## src/rtl/ftw_pkg.sv

```systemverilog
package ftw_pkg;
  localparam int unsigned PROF_NUM   = 4;
  localparam int unsigned FTW_WIDTH  = 32;
  localparam int unsigned SYNC_DEPTH = 2;
endpackage

```

## src/rtl/ftw_sync.sv

```systemverilog
module ftw_sync #(
  parameter int unsigned W      = 1,
  parameter int unsigned STAGES = 2
) (
  input  logic         clk_i,
  input  logic         rst_ni,
  input  logic [W-1:0] d_i,
  output logic [W-1:0] q_o
);
  logic [W-1:0] stage_q [STAGES];

  for (genvar s = 0; s < STAGES; s++) begin : g_stage
    if (s == 0) begin : g_first
      always_ff @(posedge clk_i or negedge rst_ni) begin
        if (!rst_ni) stage_q[s] <= '0;
        else         stage_q[s] <= d_i;
      end
    end else begin : g_next
      always_ff @(posedge clk_i or negedge rst_ni) begin
        if (!rst_ni) stage_q[s] <= '0;
        else         stage_q[s] <= stage_q[s-1];
      end
    end
  end

  assign q_o = stage_q[STAGES-1];
endmodule

```

## src/rtl/ftw_edge.sv

```systemverilog
module ftw_edge (
  input  logic clk_i,
  input  logic rst_ni,
  input  logic lvl_i,
  output logic pulse_o
);
  logic prev_q;

  always_ff @(posedge clk_i or negedge rst_ni) begin
    if (!rst_ni) prev_q <= 1'b0;
    else         prev_q <= lvl_i;
  end

  assign pulse_o = lvl_i & ~prev_q;

  p_pulse_single_r6: assert property (@(posedge clk_i) disable iff (!rst_ni)
    pulse_o |=> !pulse_o);
  p_pulse_held_r6: assert property (@(posedge clk_i) disable iff (!rst_ni)
    (lvl_i && $past(lvl_i)) |-> !pulse_o);
endmodule

```

## src/rtl/ftw_bank.sv

```systemverilog
module ftw_bank #(
  parameter int unsigned N = 4,
  parameter int unsigned W = 32,
  localparam int unsigned AW = (N > 1) ? $clog2(N) : 1
) (
  input  logic          clk_i,
  input  logic          rst_ni,
  input  logic          wr_en_i,
  input  logic [AW-1:0] wr_addr_i,
  input  logic [W-1:0]  wr_data_i,
  input  logic [AW-1:0] rd_sel_i,
  output logic [W-1:0]  rd_word_o
);
  logic [W-1:0] prof_q [N];

  for (genvar p = 0; p < N; p++) begin : g_prof
    logic hit;
    assign hit = wr_en_i && (wr_addr_i == AW'(p));
    always_ff @(posedge clk_i or negedge rst_ni) begin
      if (!rst_ni)  prof_q[p] <= '0;
      else if (hit) prof_q[p] <= wr_data_i;
    end
  end

  always_comb begin
    rd_word_o = '0;
    for (int i = 0; i < N; i++) begin
      if (rd_sel_i == AW'(i)) rd_word_o = prof_q[i];
    end
  end

  p_write_lands_r2: assert property (@(posedge clk_i) disable iff (!rst_ni)
    (wr_en_i && wr_addr_i <= AW'(N-1)) |=> prof_q[$past(wr_addr_i)] == $past(wr_data_i));
endmodule

```

## src/rtl/ftw_active.sv

```systemverilog
module ftw_active #(
  parameter int unsigned W = 32
) (
  input  logic         clk_i,
  input  logic         rst_ni,
  input  logic         single_tone_i,
  input  logic         upd_pulse_i,
  input  logic [W-1:0] sel_word_i,
  output logic [W-1:0] ftw_o,
  output logic         restart_o
);
  logic load;

  // single-tone: load only on update; direct: follow every cycle
  assign load = single_tone_i ? upd_pulse_i : 1'b1;

  always_ff @(posedge clk_i or negedge rst_ni) begin
    if (!rst_ni) begin
      ftw_o     <= '0;
      restart_o <= 1'b0;
    end else begin
      if (load) ftw_o <= sel_word_i;
      restart_o <= single_tone_i & upd_pulse_i;
    end
  end

  p_hold_r3: assert property (@(posedge clk_i) disable iff (!rst_ni)
    (single_tone_i && $past(single_tone_i) && !restart_o) |-> $stable(ftw_o));
  p_load_r5: assert property (@(posedge clk_i) disable iff (!rst_ni)
    restart_o |-> ftw_o == $past(sel_word_i));
  p_restart_once_r6: assert property (@(posedge clk_i) disable iff (!rst_ni)
    restart_o |=> !restart_o);
  p_no_restart_r7: assert property (@(posedge clk_i) disable iff (!rst_ni)
    !$past(single_tone_i) |-> !restart_o);
endmodule

```

## src/rtl/ftw_profile_ctrl.sv

```systemverilog
module ftw_profile_ctrl
  import ftw_pkg::*;
#(
  parameter int unsigned NPROF = PROF_NUM,
  parameter int unsigned FTW_W = FTW_WIDTH,
  parameter int unsigned SYNC_N = SYNC_DEPTH,
  localparam int unsigned SEL_W = (NPROF > 1) ? $clog2(NPROF) : 1
) (
  input  logic             clk_i,
  input  logic             rst_ni,
  input  logic             single_tone_i,
  input  logic             wr_en_i,
  input  logic [SEL_W-1:0] wr_addr_i,
  input  logic [FTW_W-1:0] wr_data_i,
  input  logic [SEL_W-1:0] prof_sel_i,
  input  logic             update_i,
  output logic [FTW_W-1:0] ftw_o,
  output logic             restart_o
);
  logic             upd_lvl;
  logic             upd_pulse;
  logic [SEL_W-1:0] sel_s;
  logic [FTW_W-1:0] sel_word;

  ftw_sync #(.W(1), .STAGES(SYNC_N)) u_upd_sync (
    .clk_i(clk_i), .rst_ni(rst_ni), .d_i(update_i), .q_o(upd_lvl)
  );

  ftw_edge u_upd_edge (
    .clk_i(clk_i), .rst_ni(rst_ni), .lvl_i(upd_lvl), .pulse_o(upd_pulse)
  );

  ftw_sync #(.W(SEL_W), .STAGES(SYNC_N)) u_sel_sync (
    .clk_i(clk_i), .rst_ni(rst_ni), .d_i(prof_sel_i), .q_o(sel_s)
  );

  ftw_bank #(.N(NPROF), .W(FTW_W)) u_bank (
    .clk_i(clk_i), .rst_ni(rst_ni),
    .wr_en_i(wr_en_i), .wr_addr_i(wr_addr_i), .wr_data_i(wr_data_i),
    .rd_sel_i(sel_s), .rd_word_o(sel_word)
  );

  ftw_active #(.W(FTW_W)) u_active (
    .clk_i(clk_i), .rst_ni(rst_ni),
    .single_tone_i(single_tone_i), .upd_pulse_i(upd_pulse),
    .sel_word_i(sel_word), .ftw_o(ftw_o), .restart_o(restart_o)
  );

  p_restart_needs_edge_r5: assert property (@(posedge clk_i) disable iff (!rst_ni)
    restart_o |-> $past(upd_lvl) && $past(single_tone_i));
endmodule

```

## config.mk

```make
export PLATFORM = sky130hd
export DESIGN_NAME = ftw_profile_ctrl
export DESIGN_NICKNAME = d
export VERILOG_FILES = /design/src/rtl/ftw_pkg.sv /design/src/rtl/ftw_sync.sv /design/src/rtl/ftw_edge.sv /design/src/rtl/ftw_bank.sv /design/src/rtl/ftw_active.sv /design/src/rtl/ftw_profile_ctrl.sv
export SDC_FILE = /design/constraint.sdc
export NUM_CORES = 1
export LEC_CHECK = 0
export BUFFER_PORTS_ARGS = -buffer_cell sky130_fd_sc_hd__buf_2
export CAP_MARGIN = 15
export CORE_MARGIN = 2
export CORE_UTILIZATION = 45
export CTS_BUF_LIST = sky130_fd_sc_hd__clkbuf_4 sky130_fd_sc_hd__clkbuf_8
export DETAILED_ROUTE_END_ITERATION = 7
export GPL_TIMING_DRIVEN = 1
export SLEW_MARGIN = 30
export SYNTH_ARGS = -nofsm -noshare
export SYNTH_HDL_FRONTEND = slang
export SYNTH_HIERARCHICAL = 1
export SYNTH_SLANG_ARGS = --single-unit
```

## constraint.sdc

```tcl
create_clock -name clk_i -period 2.65 [get_ports clk_i]
set_clock_uncertainty 0.15 [all_clocks]
set_input_delay 0.265 -clock clk_i [delete_from_list [all_inputs] [get_ports clk_i]]
set_output_delay 0.265 -clock clk_i [all_outputs]
set_load 0.005 [all_outputs]
```

== Yosys cells after proc, flatten, opt, wreduce, memory -nomap -nowiden ==
Index checks and enable logic that the tools add are counted.

* Equal/unequal tests: 6
* Mux-type cells: 5
* Bitwise logic cells: 3
* Reductions and logical operators: 6

{| class="wikitable"
|+ Operators by type and width
! cell !! count
|-
| 32-bit two-way mux || 4
|-
| 2-bit == test, second input constant || 4
|-
| 2-bit by 1-bit == test with 1-bit output, second input constant || 2
|-
| 1-bit logical AND || 4
|-
| 2-bit zero test || 2
|-
| 1-bit AND || 2
|-
| 1-bit two-way mux || 1
|-
| 1-bit NOT || 1
|}

* Register bits after elaboration: 168
* Input port bits: 41
* Output and inout bits: 33
* Word-level logic and storage cells: 31

== Logic depth before layout (Yosys ltp) ==
Gate-level depths: netlist (run 1).

* Depth in word-level cells: 5
* Gate-level depth with buffers: 5
* Depth with buffers taken out: 3

== Cells and area by module ==
Netlist (run 1), hierarchy kept.

{| class="wikitable"
|+ By module, submodules not included
! module !! times used !! cells an instance !! area each (µm²) !! sequential area each (µm²)
|-
| ftw_bank || 1 || 311 || 5501.5 || 3203.1
|-
| ftw_active || 1 || 71 || 1391.3 || 825.8
|-
| ftw_sync (u_sel_sync) || 1 || 6 || 115.1 || 100.1
|-
| ftw_sync (u_upd_sync) || 1 || 2 || 50.0 || 50.0
|-
| ftw_edge || 1 || 2 || 38.8 || 25.0
|}

== Worst setup path after synthesis (run 1) ==
Ideal clock, no wire load.

* Path kind: reg2reg
* Start: register u_sel_sync.stage_q (netlist bit u_sel_sync/q_o[0])
* End: register u_active.ftw_o[0]
* Setup time: 0.125 ns
* Arrival time: 1.604 ns
* Required time: 2.375 ns
* Slack: 0.771 ns
* Stages on the path, launching flop included: 6
* Buffers on the path: 3
* Period minus slack after synthesis: 1.879 ns
* Path through: dfrtp_1 buf_4 buf_2 buf_2 mux4_2 mux2_4

* Cells in the longest elaborated chain, start to end: 5
* Elaborated cells on any way between the ends: 8
* Classes of those cells: 3 x eq/ne; 4 x mux; 1 x reduce/logical

{| class="wikitable"
|+ Ends and longest elaborated chain
! what !! line !! source
|-
| start: declaration || ftw_sync.sv:10 || <nowiki>logic [W-1:0] stage_q [STAGES];</nowiki>
|-
| start signal: indexed assignment || ftw_sync.sv:21 || <nowiki>else stage_q[s] <= stage_q[s-1];</nowiki>
|-
| 2-bit zero test || ftw_bank.sv:28 || <nowiki>if (rd_sel_i == AW'(i)) rd_word_o = prof_q[i];</nowiki>
|-
| 32-bit two-way mux (3 in series) || ftw_bank.sv:28 ||
|-
| 32-bit two-way mux * || ftw_bank.sv:28 ||
|-
| net sel_word[0] || ftw_profile_ctrl.sv:23 || <nowiki>logic [FTW_W-1:0] sel_word;</nowiki>
|-
| end signal: assignment || ftw_active.sv:22 || <nowiki>if (load) ftw_o <= sel_word_i;</nowiki>
|-
| end: declaration || ftw_active.sv:9 || <nowiki>output logic [W-1:0] ftw_o,</nowiki>
|}

Mark *: on every way through the listed nets, which the timed path passes. The rest lies on a longest branch.
A chain may end at the register's enable or synchronous reset.

== Final worst setup path (run 1) ==
* Start: register u_sel_sync.stage_q (netlist bit u_sel_sync/q_o[0])
* End: register u_active.ftw_o[9]

Same word-level chain as after synthesis.

==> reports/qor.csv, run 1 <==
metric;value;unit
total_power;6.46;mW
cts_tree;yes;
port_buffers;73;
multi_input_area;2710;um^2
path_clk_slew;0.09;ns
finalCritPeriodShare;72.2;%
start_kind;register;
cts.sinks;168;
finalHoldViolations;0;
slew_headroom;50.4;%
io_pins;74;
antenna_found_initial;0;
p_per_area;762;nW/um^2
hold_path.class;input port to async pin;
die_height;130;um
wl;13000;um
die-area;16800;um^2
track_usage;16.9;%
synthDistinctLibCells;16;
synth_area_leaders;dfrtp_1 59%, mux2_2 20%, mux4_2 10%;
grt_pass1_wl;21200;um
grt_setup_unrepaired;no;
syn_to_final_growth;19.5;%
drtIter0Drc;138;
max_cap_viol_count;0;
tns;0;ns
clkLatencyLatePin;0.44;ns
synth_seq_cells;168;
yosys.area.top_type;dfrtp_1;
n_antenna_cell;0;
irDropWorstVdd;470;uV
die_w;130;um
cp-end-kind;register;
synthCells;392;
yosys_warnings;6;
synthDominantCellAreaShare;59.2;%
leakagePower;3.73;nW
synth.avg_cell_area;18.1;um^2
crit_chain;buf_12 > mux4_2 > mux2_4;
max_stage_delay;0.57;ns
hpwlAfterDp;7920;um
synthesis.area;7100;um^2
drive_above_1_share;60.0;%
cts_buffers;17;
overflow;0;
wl_per_cell;17.9;um
initial_utilization;46.3;%
nNetsFinal;546;
slowest_stage;mux4_2;
pre_cts_ws;0.612;ns
clk_path_buf_depth;2;
critPathTopFamily;multiplexers;
regArea;4210;um^2
grt_max_degree;67;
critPathKind;register to register;
fmax;523;MHz
detail-route-antenna-nets;0;
cp_num_buf_inv;1;
gp_congestion;0.717;
post_cts_buffers;0;
slew_viol_final;0;
syn-num-nets;433;
post_cts_resized;0;
first_pass_iters;4;
num_rows;45;
htreeDepth;4;
clock-root-buffer;clkbuf_8;
setup_viol;0;
worst_pin_slew;0.743;ns
finalCriticalPeriod;1.91;ns
cp_max_fo;27;
worstPathArrival;2.09;ns
grt_pass1_vias;3976;
nFillCells;1289;
hold_buffers;37;
yosysSeqAreaShare;59.2;%
core-area;15300;um^2
fin_ws;0.737;ns
cp.required;2.83;ns
avgViaCountPerCell;5.11;
outcome;finished clean;
vias;3722;
drc;0;
==> Yosys cell counts <==
| cell type | n |
|---|---|
| mux2_1 | 2 |
| nand3_1 | 1 |
| nand3b_1 | 2 |
| dfrtp_1 | 168 |
| nand2b_4 | 1 |
| mux2_2 | 128 |
| buf_12 | 3 |
| mux2_4 | 30 |
| nor2b_4 | 1 |
| buf_6 | 1 |
| nor3b_2 | 1 |
| and2_2 | 1 |
| buf_2 | 11 |
| mux4_2 | 32 |
| buf_1 | 3 |
| buf_4 | 7 |
==> metrics by stage <==
| stage | hold slack [ns] | util (%) | cell area, um^2 | instances |
|---|---|---|---|---|
| detailed placement | 0.0910 | 50.1 | 7670 | 660 |
| global placement | 0.0884 | 50.1 | 7670 | 660 |
| floorplan | -0.181 | - | 7100 | 392 |
| global route | 0.179 | 55.4 | 8480 | 729 |
| CTS | 0.166 | 55.4 | 8480 | 729 |
| finish | 0.169 | 55.4 | 8480 | 729 |
==> registers in the layout (all words and copies together) (netlist names) <==
| name | count |
|---|---|
| u_bank/prof_q | 128 |
| u_active/ftw_o | 32 |
| u_sel_sync/q_o | 2 |
| u_sel_sync/stage_q | 2 |
| u_active/restart_o | 1 |
| u_upd_edge/prev_q | 1 |
| u_upd_sync/q_o | 1 |
| u_upd_sync/stage_q | 1 |
==> per-layer routing <==
layer  GRT usage (%)  part of all wire, %  up-vias
li1                -                    -     1674
met1            22.9                   47     1985
met2            27.1                   49       57
met3            4.71                  3.1        6
met4            4.55                 0.64        0
met5               0                    0        -
==> cells by family (layout without fill, tap and decap cells) <==
group	after synthesis	count (layout)	synth area share (%)
mux	192	192	37.1
flops	168	168	59.2
buf+inv	25	151	2.68
simple gates	7	7	0.952
==> placed cells by master (no fill, tap or decap) <==
cell and n:
dfrtp_1 166, mux2_2 128, buf_2 72, dlygate4sd3_1 37, mux4_2 32, mux2_4 30, clkbuf_8 19, clkinv_4 6
buf_4 5, clkinvlp_4 4, buf_12 4, bufinv_16 3, nand3b_1 2, mux2_1 2, dfrtp_2 2, buf_6 1
nand2b_4 1, and2_2 1, nor3b_4 1, nand3_2 1, nor2b_4 1
==> power by group <==
group          total, mW  switching [mW]  internal [mW]  leakage [nW]
clock               1.92           0.931          0.990         0.204
combinational       1.21           0.393          0.813          1.54
sequential          3.33           0.255           3.08          1.99
total               6.46            1.58           4.88          3.73
==> worst paths after layout <==
kind	from	end	slack (ns)	cells after the start
setup / recovery	u_sel_sync/q_o[0]	u_active/ftw_o[9]	0.74	3
hold / removal	rst_ni	u_active/ftw_o[22]	0.17	2
setup reg to reg	u_sel_sync/q_o[0]	u_active/ftw_o[9]	0.74	3
hold reg to reg	u_sel_sync/stage_q[3]	u_sel_sync/q_o[1]	0.20	0
max in group asynchronous	rst_ni	u_sel_sync/q_o[0]	1.46	3
min in group clk_i	u_sel_sync/stage_q[3]	u_sel_sync/q_o[1]	0.20	0
==> area by class of cell <==
| class | count | share of cell area [%] |
|---|---|---|
| Timing Repair Buffer | 119 | 10.1 |
| Tap cell | 211 | 3.11 |
| Clock inverter | 13 | 2.04 |
| Clock buffer | 19 | 3.08 |
| Sequential cell | 168 | 49.6 |
| Multi-Input combinational cell | 199 | 32.0 |
Power figures use the tool's default switching activity.
==> run 2: changes to the inputs <==
--- a/config.mk
+++ b/config.mk
@@ -5,6 +5,7 @@
 export SDC_FILE = /design/constraint.sdc
 export NUM_CORES = 1
 export LEC_CHECK = 0
+export ABC_AREA = 1
 export BUFFER_PORTS_ARGS = -buffer_cell sky130_fd_sc_hd__buf_2
 export CAP_MARGIN = 15
 export CORE_MARGIN = 2
@@ -12,6 +13,7 @@
 export CTS_BUF_LIST = sky130_fd_sc_hd__clkbuf_4 sky130_fd_sc_hd__clkbuf_8
 export DETAILED_ROUTE_END_ITERATION = 7
 export GPL_TIMING_DRIVEN = 1
+export PLACE_DENSITY = 0.66
 export SLEW_MARGIN = 30
 export SYNTH_ARGS = -nofsm -noshare
 export SYNTH_HDL_FRONTEND = slang
==> constraint.sdc (replaced) <==
create_clock -name clk_i -period 1.65 [get_ports clk_i]
set_clock_uncertainty 0.15 [all_clocks]
set_input_delay 0.165 -clock clk_i [delete_from_list [all_inputs] [get_ports clk_i]]
set_output_delay 0.165 -clock clk_i [all_outputs]
set_load 0.005 [all_outputs]
==> run 2 against run 1 <==
Power grew 55%; core utilization grew 0.36 points; sequential share of layout area shrank 0.32 points; area after synthesis grew 0.19%; via count grew 54%; cell count grew 52%; count of clock-buffer cells in the layout grew 2; clock power grew 78%; sequential power grew 55%; synthesized cell count grew 100%; die area grew 0.19%; largest cell class unchanged.
==> reports/qor.csv, run 2 <==
metric;value;unit
p_sw;2.69;mW
clkPwrFrac;34.1;%
finalCritPeriodShare;86.6;%
core-area;15300;um^2
combinationalPowerShare;14.4;%
die_height;130;um
synthDominantCellAreaShare;59.1;%
slew_viol_final;0;
syn-num-nets;827;
synth-edff-count;0;
fin_ws;0.221;ns
slew_headroom;61.4;%
fmax;700;MHz
clk_path_buf_depth;2;
finalHoldViolations;0;
clkLatencyLatePin;0.46;ns
synthArstFlopShare;100;%
tns;0;ns
wl;17600;um
intPower;7.31;mW
htreeDepth;4;
finalCriticalPeriod;1.43;ns
cts_buffers;17;
grt_max_degree;108;
track_usage;22.6;%
start_kind;register;
hold_buffers;38;
path_clk_slew;0.09;ns
num_rows;45;
leakagePower;4.22;nW
pre_cts_ws;0.248;ns
fin_cells;1105;
detail-route-antenna-nets;0;
drive_above_1_share;16.7;%
overflow;0;
cp.required;1.89;ns
layout_common_cells;215 x nand2_1, 166 x dfrtp_1, 128 x nand3_1, 128 x o21ai_0, 72 x buf_2;
top_register;u_bank/prof_q;
reg.largest.list;u_bank/prof_q: 128 flops, u_active/ftw_o: 32 flops;
outcome;finished clean;
drtIter0Drc;421;
syn_to_final_growth;20.0;%
switching_share;26.9;%
synthDistinctLibCells;19;
worst_pin_slew;0.579;ns
yosysMostFrequentCell;nand2_1;
worstPathArrival;1.67;ns
cp_max_fo;38;
nNetsFinal;922;
post_cts_buffers;0;
critPathKind;register to register;
synthesis.area;7110;um^2
grt_pass1_vias;5737;
synth-main-ff-cell;dfrtp_1;
placed_cells;1035;
cts.sinks;168;
synth_seq_cells;168;
synthCells;786;
max_cap_viol_count;0;
n_antenna_cell;0;
first_pass_iters;6;
p_per_area;1170;nW/um^2
setup_viol;0;
synth_area_leaders;dfrtp_1 59%, nand2_1 11%, nand3_1 9.0%;
gp_congestion;0.737;
cts_tree;yes;
cp-end-kind;register;
irDropWorstVdd;595;uV
grt_setup_unrepaired;no;
yosys_warnings;6;
synth.avg_cell_area;9.05;um^2
avgViaCountPerCell;5.19;
wl_per_cell;15.9;um
hold_path.class;input port to register;
final_common_cell;nand2_1;
initial_utilization;46.4;%
hpwlAfterDp;10200;um
die-area;16800;um^2
port_buffers;73;
p_seq_share;51.5;%
vias;5734;
antenna_found_initial;0;
synthTopCellsByCount;215 x nand2_1, 168 x dfrtp_1, 128 x nand3_1, 128 x o21ai_0, 38 x inv_1;
drc;0;
yosysSeqAreaShare;59.1;%
yosys.area.top_type;dfrtp_1;
post_cts_resized;0;
die_w;130;um
holdWs;0.0507;ns
largest_register_ffs;128;
clock-root-buffer;clkbuf_8;
io_pins;74;
grt_pass1_wl;29500;um
[run 2: path summary, 6_finish.rpt]
check | start | to | slack [ns] | depth (start not counted)
max in group asynchronous | rst_ni | u_bank/prof_q[79] | 0.71 | 3
hold / removal | wr_addr_i[1] | u_bank/prof_q[113] | 0.05 | 4
setup reg to reg | u_sel_sync/q_o[0] | u_active/ftw_o[17] | 0.22 | 5
hold reg to reg | u_upd_sync/stage_q[1] | u_upd_sync/q_o | 0.23 | 0
setup / recovery | u_sel_sync/q_o[0] | u_active/ftw_o[17] | 0.22 | 5
min in group asynchronous | rst_ni | u_bank/prof_q[127] | 0.11 | 3
[run 2: cells by family after synthesis]
kind of cell	after synthesis	share of synthesized area, %
AO/OA/AOI/OAI	128	9.01
flip-flops	168	59.1
buffers and inverters	98	6.83
AND/OR/NAND/NOR	392	25.0
[run 2: worst max-delay path, cell delays in order, from the launching register on]
cell	delay, ns
dfrtp_2	0.40
buf_4	0.40
nand3_1	0.13
nand4_1	0.12
nand2_1	0.07
nand2_1	0.07
[run 2: power groups by stage]
stage / Sequential, mW / Clock (mW) / Combinational [mW]
floorplan: 5.13 / 0 / 0.871
global placement: 5.22 / 0 / 1.34
detailed placement: 5.22 / 0 / 1.39
CTS: 5.15 / 3.48 / 1.46
global route: 5.23 / 3.66 / 1.68
finish: 5.16 / 3.41 / 1.44
[run 2: per-layer routing]
layer	global-route usage, %	part of all wire (%)
met1	30.6	47
met2	37.3	48
met3	4.06	3.9
met4	7.27	1.1
met5	0	0
[run 2: through the flow]
stage                     total power [mW]  util (%)  instance area (um^2)
after floorplan                       6.00         -                  7110
after global placement                6.56      50.2                  7680
after detailed placement              6.61      50.2                  7680
after CTS                             10.1      55.7                  8530
after global routing                  10.6      55.7                  8530
final                                 10.0      55.7                  8530
[run 2: cell type report]
class                           count  area, um^2
Sequential cell                   168        4210
Inverter                           39         149
Tap cell                          211         264
Multi-Input combinational cell    520        2420
Fill cell                        1427        6780
Timing Repair Buffer              135        1020
Clock inverter                     11         194
Clock buffer                       21         277
==> run 3: changes to the inputs <==
--- a/config.mk
+++ b/config.mk
@@ -7,13 +7,12 @@
 export LEC_CHECK = 0
 export ABC_AREA = 1
 export BUFFER_PORTS_ARGS = -buffer_cell sky130_fd_sc_hd__buf_2
-export CAP_MARGIN = 15
+export CAP_MARGIN = 10
 export CORE_MARGIN = 2
 export CORE_UTILIZATION = 45
 export CTS_BUF_LIST = sky130_fd_sc_hd__clkbuf_4 sky130_fd_sc_hd__clkbuf_8
 export DETAILED_ROUTE_END_ITERATION = 7
 export GPL_TIMING_DRIVEN = 1
-export PLACE_DENSITY = 0.66
 export SLEW_MARGIN = 30
 export SYNTH_ARGS = -nofsm -noshare
 export SYNTH_HDL_FRONTEND = slang
==> constraint.sdc (replaced) <==
create_clock -name clk_i -period 1.7 [get_ports clk_i]
set_clock_uncertainty 0.15 [all_clocks]
set_input_delay 0.17 -clock clk_i [delete_from_list [all_inputs] [get_ports clk_i]]
set_output_delay 0.17 -clock clk_i [all_outputs]
set_load 0.005 [all_outputs]
==> run 3 against run 2 <==
Sequential share of layout area about the same; count of clock-buffer cells in the layout increased by 3; sequential cell count unchanged; fmax decreased by 7.8%; setup slack got worse by 0.070 ns; worst hold slack improved by 0.041 ns; register-to-register slack got worse by 0.07 ns; power decreased by 3.4%; global-route usage increased by 0.38 points; largest power group unchanged; highest routed layer unchanged.
==> reports/qor.csv, run 3 (synthesis results as in run 2) <==
metric;value;unit
outcome;finished clean;
nFillCells;1446;
grt_pass1_vias;5845;
use_met3;3.98;%
cp-end-kind;register;
cts_buffers;17;
first_pass_iters;5;
met1_usage;31.9;%
tns;0;ns
die_height;130;um
finalCritPeriodShare;91.2;%
regArea;4210;um^2
clkLatencyLatePin;0.45;ns
setup_viol;0;
final_common_cell;nand2_1;
avgViaCountPerCell;5.24;
wl_per_cell;16.2;um
cts_tree;yes;
cts.sinks;168;
finalHoldViolations;0;
syn_to_final_growth;20.0;%
initial_utilization;46.4;%
die_w;130;um
num_rows;45;
multi_input_area;2420;um^2
track_usage;23.0;%
n_antenna_cell;0;
path_clk_slew;0.08;ns
use_met2;36.5;%
drc;0;
grt_setup_unrepaired;no;
slew_viol_final;0;
hpwlAfterDp;10800;um
drtIter0Drc;569;
grt_busiest_layer;met2;
nNetsFinal;924;
largest_register_ffs;128;
critPathLaunch;u_sel_sync/q_o[0];
layout_common_cells;215 x nand2_1, 166 x dfrtp_1, 128 x nand3_1, 128 x o21ai_0, 72 x buf_2;
worst_pin_slew;0.488;ns
rrSetupSlack;0.15;ns
overflow;0;
fmax;645;MHz
htreeDepth;4;
antenna_found_initial;0;
cp_max_fo;17;
reg.largest.list;u_bank/prof_q: 128 flops, u_active/ftw_o: 32 flops;
clock-root-buffer;clkbuf_8;
r2r_end;u_active/ftw_o[17];
drive_above_1_share;17.0;%
cp-endpoint;u_active/ftw_o[17];
vias;5804;
clk_path_buf_depth;2;
max_cap_viol_count;0;
start_kind;register;
critPathKind;register to register;
gp_congestion;0.839;
final_util;55.7;%
rr_startpoint;u_sel_sync/q_o[0];
grt_max_degree;65;
slew_headroom;67.5;%
hold_path.class;input port to async pin;
core-area;15300;um^2
finalCriticalPeriod;1.55;ns
leakagePower;4.22;nW
wl;17900;um
cp.required;1.94;ns
die-area;16800;um^2
top_register;u_bank/prof_q;
irDropWorstVdd;502;uV
detail-route-antenna-nets;0;
worstPathArrival;1.79;ns
port_buffers;73;
io_pins;74;
grt_pass1_wl;29800;um
ff2ff_path_depth;6;
p_per_area;1130;nW/um^2
==> run 3: what timing repair did <==
| action | in CTS | in global routing |
|---|---|---|
| hold endpoints to repair | 307 | 0 |
| hold buffers | 37 | 0 |
| setup buffers | 0 | 0 |
| gates resized for setup | 0 | 0 |
==> run 3: worst max-delay path, stage by stage (launching register included) <==
cell and delay (ns):
dfrtp_2 0.52, nor2_2 0.21, buf_4 0.30, nand2_1 0.08, nand4_1 0.09, nand2_1 0.07, nand2_1 0.07
==> run 3: power breakdown <==
part / switching, mW / total [mW] / internal (mW)
Combinational: 0.807 / 1.42 / 0.609
Sequential: 0.373 / 5.00 / 4.63
Clock: 1.35 / 3.25 / 1.91
Total: 2.53 / 9.67 / 7.14
==> run 3: metrics by stage <==
step | cells | total power, mW | hold WS, ns | setup WS, ns | cell area [um^2]
4_1_cts | 1107 | 9.78 | 0.0665 | 0.132 | 8530
3_3_place_gp | 1038 | 6.37 | -0.00782 | 0.198 | 7690
2_1_floorplan | 786 | 5.82 | -0.276 | 0.360 | 7110
3_5_place_dp | 1038 | 6.44 | -0.00569 | 0.154 | 7690
5_1_grt | 1107 | 10.2 | 0.112 | 0.0280 | 8530
6_report | 1107 | 9.67 | 0.0921 | 0.150 | 8530
==> run 3: layout make-up <==
class                      count  area share [%]
sequential                   168            49.3
inverter                      39            1.75
timing repair buffer         137            12.0
clock inverter                 8            1.97
multi-input combinational    520            28.4
tap                          211            3.10
clock buffer                  24            3.51
==> run 3: how the worst min path moves through the flow <==
stage / to / depth (start not counted) / startpoint
floorplan: u_active/ftw_o[0] / 0 / rst_ni
global placement: u_active/ftw_o[8] / 1 / rst_ni
detailed placement: u_active/ftw_o[8] / 1 / rst_ni
CTS: u_bank/prof_q[11] / 2 / rst_ni
global route: u_bank/prof_q[9] / 2 / rst_ni
finish: u_bank/prof_q[11] / 2 / rst_ni
==> run 3: routing by layer <==
layer | up-vias | share of wire [%]
met3 | 24 | 4.2
met5 | - | 0
met4 | 0 | 1.9
li1 | 2809 | -
met2 | 172 | 48
met1 | 2799 | 46
